$ cat config.mk
export PLATFORM = sky130hd
export DESIGN_NAME = uart_txring_dma
export DESIGN_NICKNAME = d
export VERILOG_FILES = /design/src/rtl/uart_txring_pkg.sv /design/src/rtl/uart_txring_level.sv /design/src/rtl/uart_txring_mover.sv /design/src/rtl/uart_txring_dma.sv
export SDC_FILE = /design/constraint.sdc
export NUM_CORES = 1
export LEC_CHECK = 0
export CORE_ASPECT_RATIO = 0.75
export CORE_MARGIN = 4
export CORE_UTILIZATION = 35
export DETAILED_ROUTE_END_ITERATION = 6
export GPL_TIMING_DRIVEN = 1
export PLACE_DENSITY = 0.68
export SLEW_MARGIN = 15
export SYNTH_ARGS = -nofsm -noshare
export SYNTH_HDL_FRONTEND = slang
export SYNTH_HIERARCHICAL = 1
export SYNTH_SLANG_ARGS = --single-unit
$ cat constraint.sdc
create_clock -name clk -period 6.11 [get_ports clk]
set_input_delay 0.9165 -clock clk [delete_from_list [all_inputs] [get_ports clk]]
set_output_delay 0.9165 -clock clk [all_outputs]
set_load 0.03 [all_outputs]
$ cat src/rtl/uart_txring_pkg.sv
package uart_txring_pkg;

    // register byte offsets; software decodes these
    localparam logic [7:0] REG_IRQ_FLAG = 8'h00;
    localparam logic [7:0] REG_IRQ_EN   = 8'h04;
    localparam logic [7:0] REG_RUN      = 8'h08;
    localparam logic [7:0] REG_WRST     = 8'h0C;
    localparam logic [7:0] REG_HALT     = 8'h10;
    localparam logic [7:0] REG_DRAIN    = 8'h14;
    localparam logic [7:0] REG_BASE     = 8'h1C;
    localparam logic [7:0] REG_BASE_HI  = 8'h20;
    localparam logic [7:0] REG_SIZE     = 8'h24;
    localparam logic [7:0] REG_LEVEL    = 8'h28;
    localparam logic [7:0] REG_WPTR     = 8'h2C;
    localparam logic [7:0] REG_RPTR     = 8'h30;
    localparam logic [7:0] REG_FILL     = 8'h3C;
    localparam logic [7:0] REG_ROOM     = 8'h40;
    localparam logic [7:0] REG_DBG      = 8'h50;
    localparam logic [7:0] REG_XADDR    = 8'h54;

    typedef enum logic [2:0] {
        MV_IDLE = 3'd0,
        MV_REQ  = 3'd1,
        MV_WAIT = 3'd2,
        MV_SEND = 3'd3,
        MV_DROP = 3'd4
    } mover_state_e;

    typedef struct packed {
        mover_state_e st;
        logic [7:0]   hold;
    } mover_t;

endpackage

$ cat src/rtl/uart_txring_level.sv
module uart_txring_level #(
    parameter int OFF_W = 16
) (
    input  logic [OFF_W:0]   wr_ptr,
    input  logic [OFF_W:0]   rd_ptr,
    input  logic [OFF_W-1:0] ring_len,
    output logic [OFF_W:0]   fill,
    output logic [OFF_W:0]   room
);
    logic [OFF_W:0] span;

    always_comb begin
        span = {1'b0, wr_ptr[OFF_W-1:0]} - {1'b0, rd_ptr[OFF_W-1:0]};
        if (wr_ptr[OFF_W] != rd_ptr[OFF_W]) begin
            span = span + {1'b0, ring_len};
        end
        fill = span;
        room = {1'b0, ring_len} - span;
    end
endmodule

$ cat src/rtl/uart_txring_mover.sv
module uart_txring_mover
    import uart_txring_pkg::*;
(
    input  logic         clk,
    input  logic         rst_n,
    input  logic         start,
    input  logic         abort,
    output logic         mem_req_valid,
    input  logic         mem_req_ready,
    input  logic         mem_rsp_valid,
    input  logic [7:0]   mem_rsp_data,
    output logic         tx_valid,
    input  logic         tx_ready,
    output logic [7:0]   tx_data,
    output logic         busy,
    output logic         done,
    output mover_state_e state
);
    mover_t mv_d, mv_q;

    always_comb begin
        mv_d = mv_q;
        done = 1'b0;
        unique case (mv_q.st)
            MV_IDLE: if (start && !abort) mv_d.st = MV_REQ;
            MV_REQ: begin
                if (abort)              mv_d.st = MV_IDLE;
                else if (mem_req_ready) mv_d.st = MV_WAIT;
            end
            MV_WAIT: begin
                if (abort) begin
                    mv_d.st = mem_rsp_valid ? MV_IDLE : MV_DROP;
                end else if (mem_rsp_valid) begin
                    mv_d.st   = MV_SEND;
                    mv_d.hold = mem_rsp_data;
                end
            end
            MV_SEND: begin
                if (abort) begin
                    mv_d.st = MV_IDLE;
                end else if (tx_ready) begin
                    mv_d.st = MV_IDLE;
                    done    = 1'b1;
                end
            end
            MV_DROP: if (mem_rsp_valid) mv_d.st = MV_IDLE;
            default: mv_d.st = MV_IDLE;
        endcase
    end

    always_ff @(posedge clk or negedge rst_n) begin
        if (!rst_n) begin
            mv_q <= '{st: MV_IDLE, hold: 8'h00};
        end else begin
            mv_q <= mv_d;
        end
    end

    assign mem_req_valid = (mv_q.st == MV_REQ);
    assign tx_valid      = (mv_q.st == MV_SEND);
    assign tx_data       = mv_q.hold;
    assign busy          = (mv_q.st != MV_IDLE);
    assign state         = mv_q.st;
endmodule

$ cat src/rtl/uart_txring_dma.sv
module uart_txring_dma
    import uart_txring_pkg::*;
#(
    parameter int OFF_W  = 16,
    parameter int BASE_W = 32,
    parameter int REG_AW = 8,
    parameter int DW     = 32
) (
    input  logic              clk,
    input  logic              rst_n,
    input  logic              reg_we,
    input  logic [REG_AW-1:0] reg_addr,
    input  logic [DW-1:0]     reg_wdata,
    output logic [DW-1:0]     reg_rdata,
    output logic              mem_req_valid,
    input  logic              mem_req_ready,
    output logic [BASE_W:0]   mem_req_addr,
    input  logic              mem_rsp_valid,
    input  logic [7:0]        mem_rsp_data,
    output logic              tx_valid,
    input  logic              tx_ready,
    output logic [7:0]        tx_data,
    output logic              irq
);
    localparam int PTR_W = OFF_W + 1;
    localparam int PAD_W = BASE_W - OFF_W;

    typedef struct packed {
        logic              run;
        logic              irq_en;
        logic              irq_flag;
        logic              halt;
        logic              drain;
        logic              xaddr;
        logic              base_hi;
        logic [BASE_W-1:0] base;
        logic [OFF_W-1:0]  size;
        logic [PTR_W-1:0]  level;
        logic [PTR_W-1:0]  wptr;
        logic [PTR_W-1:0]  rptr;
    } regs_t;

    regs_t r_d, r_q;

    logic [PTR_W-1:0] fill, room;
    logic [PTR_W-1:0] rptr_next;
    logic [OFF_W-1:0] roff_inc;
    logic             mv_busy, mv_done, mv_start, wreset, fire;
    mover_state_e     mv_state;

    uart_txring_level #(.OFF_W(OFF_W)) u_level (
        .wr_ptr   (r_q.wptr),
        .rd_ptr   (r_q.rptr),
        .ring_len (r_q.size),
        .fill     (fill),
        .room     (room)
    );

    uart_txring_mover u_mover (
        .clk           (clk),
        .rst_n         (rst_n),
        .start         (mv_start),
        .abort         (wreset),
        .mem_req_valid (mem_req_valid),
        .mem_req_ready (mem_req_ready),
        .mem_rsp_valid (mem_rsp_valid),
        .mem_rsp_data  (mem_rsp_data),
        .tx_valid      (tx_valid),
        .tx_ready      (tx_ready),
        .tx_data       (tx_data),
        .busy          (mv_busy),
        .done          (mv_done),
        .state         (mv_state)
    );

    assign wreset   = reg_we && (reg_addr == REG_WRST) && reg_wdata[0];
    assign mv_start = (r_q.run || r_q.drain) && !r_q.halt && (fill != '0) && !wreset;
    assign fire     = r_q.irq_en && (room >= r_q.level);

    // read pointer step with wrap-flag inversion at the ring end
    always_comb begin
        roff_inc = r_q.rptr[OFF_W-1:0] + 1'b1;
        if (roff_inc == r_q.size) begin
            rptr_next = {~r_q.rptr[OFF_W], {OFF_W{1'b0}}};
        end else begin
            rptr_next = {r_q.rptr[OFF_W], roff_inc};
        end
    end

    always_comb begin
        r_d = r_q;
        // hardware-side updates
        if (mv_done) r_d.rptr = rptr_next;
        if (fire) r_d.irq_flag = 1'b1;
        if (r_q.drain && !mv_busy && (fill == '0)) r_d.drain = 1'b0;
        if (r_q.halt && !mv_busy) begin
            r_d.run   = 1'b0;
            r_d.drain = 1'b0;
        end
        // software writes
        if (reg_we) begin
            case (reg_addr)
                REG_IRQ_FLAG: if (!reg_wdata[0]) r_d.irq_flag = fire;
                REG_IRQ_EN:   r_d.irq_en  = reg_wdata[0];
                REG_RUN:      r_d.run     = reg_wdata[0];
                REG_HALT:     r_d.halt    = reg_wdata[0];
                REG_DRAIN:    if (reg_wdata[0]) r_d.drain = 1'b1;
                REG_BASE:     r_d.base    = reg_wdata[BASE_W-1:0];
                REG_BASE_HI:  r_d.base_hi = reg_wdata[0];
                REG_SIZE:     r_d.size    = reg_wdata[OFF_W-1:0];
                REG_LEVEL:    r_d.level   = reg_wdata[PTR_W-1:0];
                REG_WPTR:     r_d.wptr    = reg_wdata[PTR_W-1:0];
                REG_RPTR:     r_d.rptr    = reg_wdata[PTR_W-1:0];
                REG_XADDR:    r_d.xaddr   = reg_wdata[0];
                default: ;
            endcase
        end
        // the firing condition always disarms the interrupt enable
        if (fire) r_d.irq_en = 1'b0;
        if (wreset) begin
            r_d.run   = 1'b0;
            r_d.drain = 1'b0;
            r_d.wptr  = '0;
            r_d.rptr  = '0;
        end
    end

    always_ff @(posedge clk or negedge rst_n) begin
        if (!rst_n) begin
            r_q <= '0;
        end else begin
            r_q <= r_d;
        end
    end

    always_comb begin
        reg_rdata = '0;
        case (reg_addr)
            REG_IRQ_FLAG: reg_rdata[0]          = r_q.irq_flag;
            REG_IRQ_EN:   reg_rdata[0]          = r_q.irq_en;
            REG_RUN:      reg_rdata[0]          = r_q.run;
            REG_HALT:     reg_rdata[0]          = r_q.halt;
            REG_DRAIN:    reg_rdata[0]          = r_q.drain;
            REG_BASE:     reg_rdata[BASE_W-1:0] = r_q.base;
            REG_BASE_HI:  reg_rdata[0]          = r_q.base_hi;
            REG_SIZE:     reg_rdata[OFF_W-1:0]  = r_q.size;
            REG_LEVEL:    reg_rdata[PTR_W-1:0]  = r_q.level;
            REG_WPTR:     reg_rdata[PTR_W-1:0]  = r_q.wptr;
            REG_RPTR:     reg_rdata[PTR_W-1:0]  = r_q.rptr;
            REG_FILL:     reg_rdata[PTR_W-1:0]  = fill;
            REG_ROOM:     reg_rdata[PTR_W-1:0]  = room;
            REG_DBG:      reg_rdata[2:0]        = mv_state;
            REG_XADDR:    reg_rdata[0]          = r_q.xaddr;
            default: ;
        endcase
    end

    assign mem_req_addr = {r_q.xaddr & r_q.base_hi,
                           r_q.base + {{PAD_W{1'b0}}, r_q.rptr[OFF_W-1:0]}};
    assign irq = r_q.irq_flag;

    // plain views of state for the bound checker
    logic             cur_run, cur_irq_en, cur_drain, cur_halt;
    logic [PTR_W-1:0] cur_rptr;
    assign cur_run    = r_q.run;
    assign cur_irq_en = r_q.irq_en;
    assign cur_drain  = r_q.drain;
    assign cur_halt   = r_q.halt;
    assign cur_rptr   = r_q.rptr;
endmodule

==> results of run 1 <==
==> report_power, final <==
part           switching, mW  internal [mW]  total [mW]  leakage, nW
combinational           1.86           1.75        3.61         4.51
clock                  0.405          0.622        1.03        0.291
sequential             0.103          0.860       0.962         1.58
total                   2.37           3.23        5.60         6.37
==> layout by cell type, fill, tap and decap left out, drive strengths merged, types with 36 or more instances in the layout <==
cell	instances
buf	135
dfrtp	117
nand2	106
xnor2	66
mux2	74
ha	79
o21ai	66
nor2	71
clkdlybuf4s50	116
nand3	44
xor2	36
a21oi	51
inv	81
==> state kept, by name, indices dropped and copies added, names as in the netlist <==
register / count
irq: 1
cur_halt: 1
cur_drain: 1
u_mover/tx_data: 8
r_q: 84
cur_rptr: 17
u_mover/state: 3
cur_irq_en: 1
cur_run: 1
==> worst register-to-register path: cells and delay by family, from the launching register on <==
kind,cells,cell delay (ps)
AO/OA/AOI/OAI,10,1820
adder cells (fa/ha/maj),5,1360
AND/OR/NAND/NOR,10,1500
XOR/XNOR,3,460
flip-flops,1,360
buffers and inverters,3,310
==> routing by layer <==
| layer | vias to the layer above | routed length [um] | GRT usage [%] |
|---|---|---|---|
| met2 | 404 | 15250 | 31.82 |
| li1 | 4721 | - | - |
| met3 | 37 | 2771 | 4.299 |
| met1 | 4883 | 16030 | 28.70 |
| met5 | - | 0 | 0 |
| met4 | 0 | 592 | 5.502 |
==> cell type report <==
| cell class | instances | area, um^2 |
|---|---|---|
| fillers | 2707 | 15210 |
| multi-input cells | 931 | 7476 |
| flip-flops and latches | 117 | 2929 |
| repair buffers | 255 | 2268 |
| well taps | 392 | 490.5 |
| clock buffers | 18 | 439.2 |
| inverters | 74 | 277.8 |
| clock inverters | 14 | 161.4 |
| diodes | 1 | 2.502 |
==> metrics by stage <==
| stage | hold slack (ps) | area (um^2) |
|---|---|---|
| global placement | 488.2 | 12790 |
| CTS | 512.5 | 13710 |
| detailed placement | 492.8 | 12790 |
| global route | 528.5 | 14040 |
| finish | 511.1 | 14040 |
| floorplan | 461.4 | 10510 |
==> worst paths after layout <==
path                                                start                        endpoint  slack, ps  cells after the start
setup / recovery                      r_q[17]$_DFFE_PN0P_                   reg_rdata[16]       -500                     30
hold / removal             u_mover/tx_data[7]$_DFFE_PN0P_  u_mover/tx_data[7]$_DFFE_PN0P_        510                      1
setup reg to reg                      r_q[17]$_DFFE_PN0P_          cur_irq_en$_DFFE_PN0P_        210                     31
hold reg to reg            u_mover/tx_data[7]$_DFFE_PN0P_  u_mover/tx_data[7]$_DFFE_PN0P_        510                      1
max in group asynchronous                           rst_n          cur_rptr[13]$_DFF_PN0_       4230                      2
min in group asynchronous                           rst_n             r_q[96]$_DFFE_PN0P_        600                      1
==> repair_timing <==
item                                    CTS  global route
resized for setup                        45            54
pin swaps                                38            32
endpoints found under the setup margin   12            16
gates cloned                              0             0
hold endpoints to repair                  0             0
setup buffers                            14             7
==> cell families (layout without fill, tap and decap cells) <==
logic type / Yosys count / in the layout / synth area share [%]
simple gates: 365 / 365 / 17.92
compound gates: 293 / 293 / 19.89
buf+inv: 119 / 361 / 5.621
flops: 117 / 117 / 27.99
xor+xnor: 102 / 102 / 8.611
mux: 86 / 86 / 9.556
fa+ha+maj: 85 / 85 / 10.42
other cells: 0 / 1 / 0
==> out/results.ini, run 1 <==
[synth]
syn_inst = 1167
yosysMostFrequentCell = dfrtp_1
yosysTopAreaCellShare_pct = 27.99
synthTopCellsByArea = dfrtp_1, ha_1, mux2_2
synthTopCellsByCount = dfrtp_1, nand2_1, ha_1
synth_cell_types = 97
syn_avg_cell_area_um2 = 8.964
synth_edf_count = 0
yosysSeqAreaShare_pct = 27.99
synthFlopType = dfrtp_1
yosys.area.top_type = dfrtp_1
syn-num-nets = 1304
syn_area_um2 = 10460
ys_seq_elements = 117
async_reset_ff_share_pct = 100.0
yosys_warnings = 6

[routing]
routed_via_density = 5.574
drc = 0
vias = 10050
first_iter_violations = 1042
totalWireLength_mm = 34.65
first_pass_iters = 6
avgRoutedWirePerCell_um = 19.23
detail-route-antenna-nets = 0

[clock_tree]
h-tree-depth = 4
clock_latency_ps = 430
clkSlewWorstSetupHoldPaths_ps = 70
cts.path.max_buffers = 2
clockRootBuffer = clkbuf_16
clock-sinks = 117
cts_buffers = 17
cts_hold_buf = 0
cts_tree = done

[sta]
report.final.slew_viol_count = 0
hold_viol_final = 0
worstMarginPinSlew_ps = 956.0
fin_crit_ps = 6614
min_period_over_period_pct = 108.2
worst_slack_ps = -503.7
tns_ps = -2381
fin_skew_ps = 14.99
rsz0062_at_grt = yes
max_freq_mhz = 151.2
relSlewSlack_pct = 35.97
setup_violations = 6

[grt]
grt_use_total_pct = 20.30
grt_pass1_wl_mm = 53.85
first_global_vias = 9822
overflow = 0
antenna_found_initial = 1
grt_max_degree = 65

[pwr]
leakage_nw = 6.372
powerDensity_nw_per_um2 = 398.5
total_power_mw = 5.597
max-vdd-ir-drop_mv = 0.1761

[setup_path]
cp_slowest_cell = or3_4
arrival_ps = 5700
crit_buf_inv = 4
cpLargestDelayFamily = compound AO/OA/AOI/OAI gates
crit_fanout = 6
worstPathRequired_ps = 5190
slowest_delay_ps = 390
endpoint_kind = output pin
startpoint_type = register
crit_type = register to output pin

[die]
start_util_pct = 35.76
dieHeight_um = 157.7
rows = 54
die_area_um2 = 32750
core_um2 = 29260
io_pins = 130
die_x_um = 207.6

[cells_and_area]
nNetsFinal = 1533
instances_no_fill = 1802
drive_gt1_share_pct = 25.69
area_growth_pct = 34.25
fin_util_pct = 48.01

[placement]
place_inst = 1749
portBuffers = 129
post-place-ws_ps = -334.7
gp_congestion = 0.9403
dp_hpwl_mm = 26.70

[status]
violations = setup timing
status = finished with violations

[job]
max_cap_violations = 0

[hold_path]
hp-class = register to register

Power figures use the tool's default switching activity.
==> run 2, diff against run 1 <==
CORE_UTILIZATION = 52   (was 35)
PLACE_DENSITY = 0.89   (was 0.68)
==> out/results.ini, run 2 (synthesis results as in run 1) <==
[pwr]
max-vdd-ir-drop_mv = 0.2376  ; +35%
powerDensity_nw_per_um2 = 440.0  ; +10%
leakage_nw = 6.445  ; +1.1%

[grt]
grt_pass1_wl_mm = 59.44  ; +10%
antenna_found_initial = 0  ; -1
grt_max_degree = 79  ; +22%
first_global_vias = 10910  ; +11%
grt_use_total_pct = 33.66  ; +13 points
overflow = 0  ; unchanged

[cells_and_area]
final_cell_mix = buf_4, dfrtp_1, clkdlybuf4s50_1, nand2_1, inv_1
area_growth_pct = 34.71
antenna_cells = 0  ; -1
largest_register_ffs = 84  ; unchanged
regMostFlops = r_q
drive_gt1_share_pct = 27.30  ; +1.6 points
final_common_cell = buf_4
nNetsFinal = 1534  ; +0.065%

[routing]
totalWireLength_mm = 41.82  ; +21%
avgRoutedWirePerCell_um = 25.15  ; +31%
routed_via_density = 6.911  ; +24%
detail-route-antenna-nets = 0  ; unchanged
drc = 3  ; +3
first_iter_violations = 2022  ; +94%
vias = 11490  ; +14%
first_pass_iters = 7  ; +1

[die]
die_area_um2 = 22470  ; -31%
rows = 44  ; -19%
core_um2 = 19540  ; -33%
dieHeight_um = 130.8  ; -17%
start_util_pct = 53.53  ; +18 points
die_x_um = 171.8  ; -17%
io_pins = 130  ; unchanged

[sta]
worst_slack_ps = -877.1  ; -373.4 ps
tns_ps = -6280  ; -3899 ps
relSlewSlack_pct = 31.53  ; -4.4 points
fin_crit_ps = 6987  ; +373.4 ps
worstMarginPinSlew_ps = 1027  ; +71.04 ps
min_period_over_period_pct = 114.4  ; +6.1 points
report.final.slew_viol_count = 0  ; unchanged
fin_skew_ps = 8.230  ; -6.764 ps
max_freq_mhz = 143.1  ; -5.3%
rsz0062_at_grt = yes
setup_violations = 11  ; +5
hold_viol_final = 0  ; unchanged

[setup_path]
crit_fanout = 6  ; unchanged
endpoint_kind = output pin
r2r_cells = 31  ; unchanged
startpoint_type = register
crit_type = register to output pin
arrival_ps = 6070  ; +370 ps
worstPathRequired_ps = 5190  ; about the same

[clock_tree]
cts.path.max_buffers = 2  ; unchanged
clockRootBuffer = clkbuf_16
cts_buffers = 17  ; unchanged
h-tree-depth = 4  ; unchanged
cts_tree = done
clock_latency_ps = 430  ; about the same
clock-sinks = 117  ; unchanged
clkSlewWorstSetupHoldPaths_ps = 70  ; about the same

[status]
violations = DRC, setup timing
status = finished with violations

[placement]
portBuffers = 129  ; unchanged
post-place-ws_ps = -301.2  ; +33.56 ps
gp_congestion = 0.9783  ; +4.0%
dp_hpwl_mm = 25.42  ; -4.8%

[job]
max_cap_violations = 0  ; unchanged

[hold_path]
hp-class = input port to async pin

-- run 2: final timing paths --
| kind | to | from | slack [ps] |
|---|---|---|---|
| hold reg to reg | r_q[93]$_DFFE_PN0P_ | r_q[93]$_DFFE_PN0P_ | 520 |
| setup / recovery | reg_rdata[11] | r_q[21]$_DFFE_PN0P_ | -880 |
| setup reg to reg | cur_irq_en$_DFFE_PN0P_ | r_q[21]$_DFFE_PN0P_ | -220 |
| min in group clk | r_q[93]$_DFFE_PN0P_ | r_q[93]$_DFFE_PN0P_ | 520 |
| max in group asynchronous | cur_rptr[1]$_DFF_PN0_ | rst_n | 4120 |
| hold / removal | r_q[86]$_DFFE_PN0P_ | rst_n | 460 |
-- run 2: power by group --
| group | leakage, nW | total [mW] | internal, mW | switching, mW |
|---|---|---|---|---|
| registers | 1.58 | 0.980 | 0.859 | 0.121 |
| logic | 4.56 | 4.09 | 1.90 | 2.19 |
| clock network | 0.310 | 1.13 | 0.695 | 0.433 |
-- run 2: area by class of cell --
class | instances | area [um^2]
clock buffer | 17 | 425.4
clock inverter | 15 | 217.7
tap | 253 | 316.6
fill | 1110 | 5451
multi-input combinational | 931 | 7630
inverter | 74 | 277.8
timing repair buffer | 256 | 2296
sequential | 117 | 2929
-- run 2: routing by layer --
metal  part of all wire [%]  vias to the layer above  GRT usage (%)
met5                      0                        -              0
met4                    6.8                        0          14.65
met3                     14                      318          10.65
met2                     44                     1048          52.77
met1                     35                     5431          43.15
li1                       -                     4696              -
-- run 2: critical path, stage by stage (launching register included) --
cell and delay (ps):
dfrtp_1 420, ha_1 490, o211ai_1 230, a21oi_4 210, nor2_2 80, xnor2_2 160
ha_2 200, or3_4 410, nor3_4 210, nor2_2 90, a21o_1 170, a21oi_2 150
xnor2_1 170, nor2_1 80, nor2_2 180, inv_2 80, ha_4 280, and3_4 190
a211o_1 280, o31ai_2 240, buf_4 160, o21a_1 170, xnor2_2 100, a222oi_1 480
nand3_1 210, buf_6 190
-- run 2: repair_timing --
| action | CTS | global route |
|---|---|---|
| hold buffers | 0 | 0 |
| setup buffers | 29 | 18 |
| pin swaps | 57 | 72 |
| endpoints found under the setup margin | 12 | 15 |
| resized for setup | 62 | 83 |
-- run 2: metrics by stage --
step                      power [mW]  instances  hold slack [ps]  utilization (%)  area, um^2
after global routing           6.394       1663            493.4            72.11       14090
after detailed placement       3.885       1591            495.9            63.83       12480
after CTS                      5.394       1652            478.4            69.46       13580
after global placement         3.784       1591            488.2            63.83       12480
after floorplan                2.887       1167            461.4                -       10510
final                          6.201       1663            463.0            72.11       14090
==> run 3, diff against run 2 <==
RECOVER_POWER = 25   (was unset)
==> out/results.ini, run 3 (synthesis results as in run 1) <==
[status]
status = finished with violations
violations = DRC, capacitance limit, slew limit, setup timing

[setup_path]
crit_fanout = 6  ; unchanged
ff2ff_setup_slack_ps = -220  ; about the same
startpoint_type = register
crit_type = register to output pin
worstPathRequired_ps = 5190  ; about the same
endpoint_kind = output pin
arrival_ps = 6060  ; about the same

[cells_and_area]
regMostFlops = r_q
final_common_cell = buf_4
drive_gt1_share_pct = 27.23  ; -0.071 points
largest_register_ffs = 84  ; unchanged
antenna_cells = 0  ; unchanged
area_growth_pct = 34.65  ; about the same
nNetsFinal = 1534  ; unchanged
stdcell_area_um2 = 14090  ; about the same
fillers = 1111  ; +0.090%
instances_no_fill = 1663  ; unchanged
final_cell_mix = buf_4, dfrtp_1, clkdlybuf4s50_1, nand2_1, inv_1
fin_util_pct = 72.07  ; about the same

[clock_tree]
clock-sinks = 117  ; unchanged
clockRootBuffer = clkbuf_16
clkSlewWorstSetupHoldPaths_ps = 60  ; about the same
clock_latency_ps = 430  ; about the same
h-tree-depth = 4  ; unchanged
cts_buffers = 17  ; unchanged
cts_tree = done
cts.path.max_buffers = 2  ; unchanged

[pwr]
intPower_mw = 3.455  ; about the same
netSwitchingFraction_pct = 44.27  ; about the same
switchingPower_mw = 2.745  ; about the same
powerDensity_nw_per_um2 = 440.2  ; about the same
leakage_nw = 6.441  ; about the same
p_clk_share_pct = 18.2  ; about the same
max-vdd-ir-drop_mv = 0.2363  ; -0.55%
total_power_mw = 6.201  ; about the same
seq_power_share_pct = 15.8  ; about the same
combPwrFrac_pct = 66.0  ; about the same

[sta]
whs_ps = 515.0  ; +52.01 ps
max_freq_mhz = 143.3  ; +0.16%
setup_violations = 11  ; unchanged
min_period_over_period_pct = 114.2  ; -0.18 points
fin_skew_ps = 7.858  ; -0.3722 ps
tns_ps = -6223  ; +57.14 ps
worstMarginPinSlew_ps = 2330  ; +1302 ps
relSlewSlack_pct = -55.30  ; -87 points
hold_viol_final = 0  ; unchanged
report.final.slew_viol_count = 120  ; +120
worst_slack_ps = -866.2  ; +10.95 ps
rsz0062_at_grt = yes
fin_crit_ps = 6976  ; -10.95 ps

[die]
rows = 44  ; unchanged
dieHeight_um = 130.8  ; unchanged
start_util_pct = 53.53  ; unchanged
core_um2 = 19540  ; unchanged
die_area_um2 = 22470  ; unchanged
die_x_um = 171.8  ; unchanged
io_pins = 130  ; unchanged

[placement]
portBuffers = 129  ; unchanged
placed_cell_area_um2 = 12480  ; unchanged
place_inst = 1591  ; unchanged
dp_hpwl_mm = 25.42  ; unchanged
gp_congestion = 0.9783  ; unchanged
post-place-ws_ps = -301.2  ; unchanged

[routing]
routed_via_density = 6.919  ; +0.11%
avgRoutedWirePerCell_um = 25.13  ; about the same
totalWireLength_mm = 41.79  ; about the same
drc = 23  ; +20
first_pass_iters = 7  ; unchanged
vias = 11510  ; +0.11%
first_iter_violations = 2021  ; -0.049%
detail-route-antenna-nets = 0  ; unchanged

[hold_path]
hp-class = register to register

[grt]
antenna_found_initial = 0  ; unchanged
grt_use_total_pct = 33.66  ; unchanged
first_global_vias = 10910  ; unchanged
grt_pass1_wl_mm = 59.44  ; unchanged
grt_max_degree = 79  ; unchanged
overflow = 0  ; unchanged

[job]
max_cap_violations = 2  ; +2

run 3: changes by cell type in the layout (fill, tap and decap cells not counted):
| cell | previous run | this run |
|---|---|---|
| clkbuf_2 | 1 | 2 |
| clkbuf_1 | 0 | 1 |
| buf_4 | 119 | 117 |
run 3: layer usage:
metal	up-vias	GRT usage [%]	share of wire, %
li1	4698	-	-
met1	5380	43.15	35
met2	1091	52.77	44
met3	337	10.65	14
met4	0	14.65	7.0
met5	-	0	0
run 3: final timing paths:
check                                    start                     end  cells past startpoint
max                        r_q[21]$_DFFE_PN0P_           reg_rdata[11]                     25
min                        r_q[93]$_DFFE_PN0P_     r_q[93]$_DFFE_PN0P_                      1
max reg2reg                r_q[21]$_DFFE_PN0P_  cur_irq_en$_DFFE_PN0P_                     31
min reg2reg                r_q[93]$_DFFE_PN0P_     r_q[93]$_DFFE_PN0P_                      1
max in group asynchronous                rst_n   cur_rptr[1]$_DFF_PN0_                      2
min in group asynchronous                rst_n     r_q[86]$_DFFE_PN0P_                      1
run 3: cell type report:
cell class	instances	area [um^2]	area share, %
Clock buffer	17	425.4	3.020
Clock inverter	15	217.7	1.546
Inverter	74	277.8	1.972
Multi-Input combinational cell	931	7630	54.17
Sequential cell	117	2929	20.79
Tap cell	253	316.6	2.247
Timing Repair Buffer	256	2290	16.26
run 3: critical path: stages, from the launching register on:
cell and delay (ps):
dfrtp_1 420, ha_1 490, o211ai_1 230, a21oi_4 210, nor2_2 80, xnor2_2 160
ha_2 200, or3_4 410, nor3_4 210, nor2_2 90, a21o_1 170, a21oi_2 150
xnor2_1 160, nor2_1 80, nor2_2 180, inv_2 80, ha_4 280, and3_4 190
a211o_1 290, o31ai_2 250, buf_4 160, o21a_1 170, xnor2_2 100, a222oi_1 470
nand3_1 210, buf_6 190
run 3: repair_timing:
item / 4_1_cts / 5_1_grt
pin swaps: 57 / 72
cloned: 0 / 0
setup endpoints to repair: 12 / 15
buffers inserted: 29 / 18
gates resized for setup: 62 / 83
endpoints found under the hold margin: 0 / 0
hold buffers: 0 / 0
run 3: power groups by stage:
stage / combinational [mW] / clock, mW / sequential, mW
5_1_grt: 4.26 / 1.15 / 0.983
6_report: 4.09 / 1.13 / 0.980
4_1_cts: 3.31 / 1.11 / 0.965
2_1_floorplan: 1.89 / 0 / 0.996
3_3_place_gp: 2.82 / 0 / 0.963
3_5_place_dp: 2.91 / 0 / 0.973
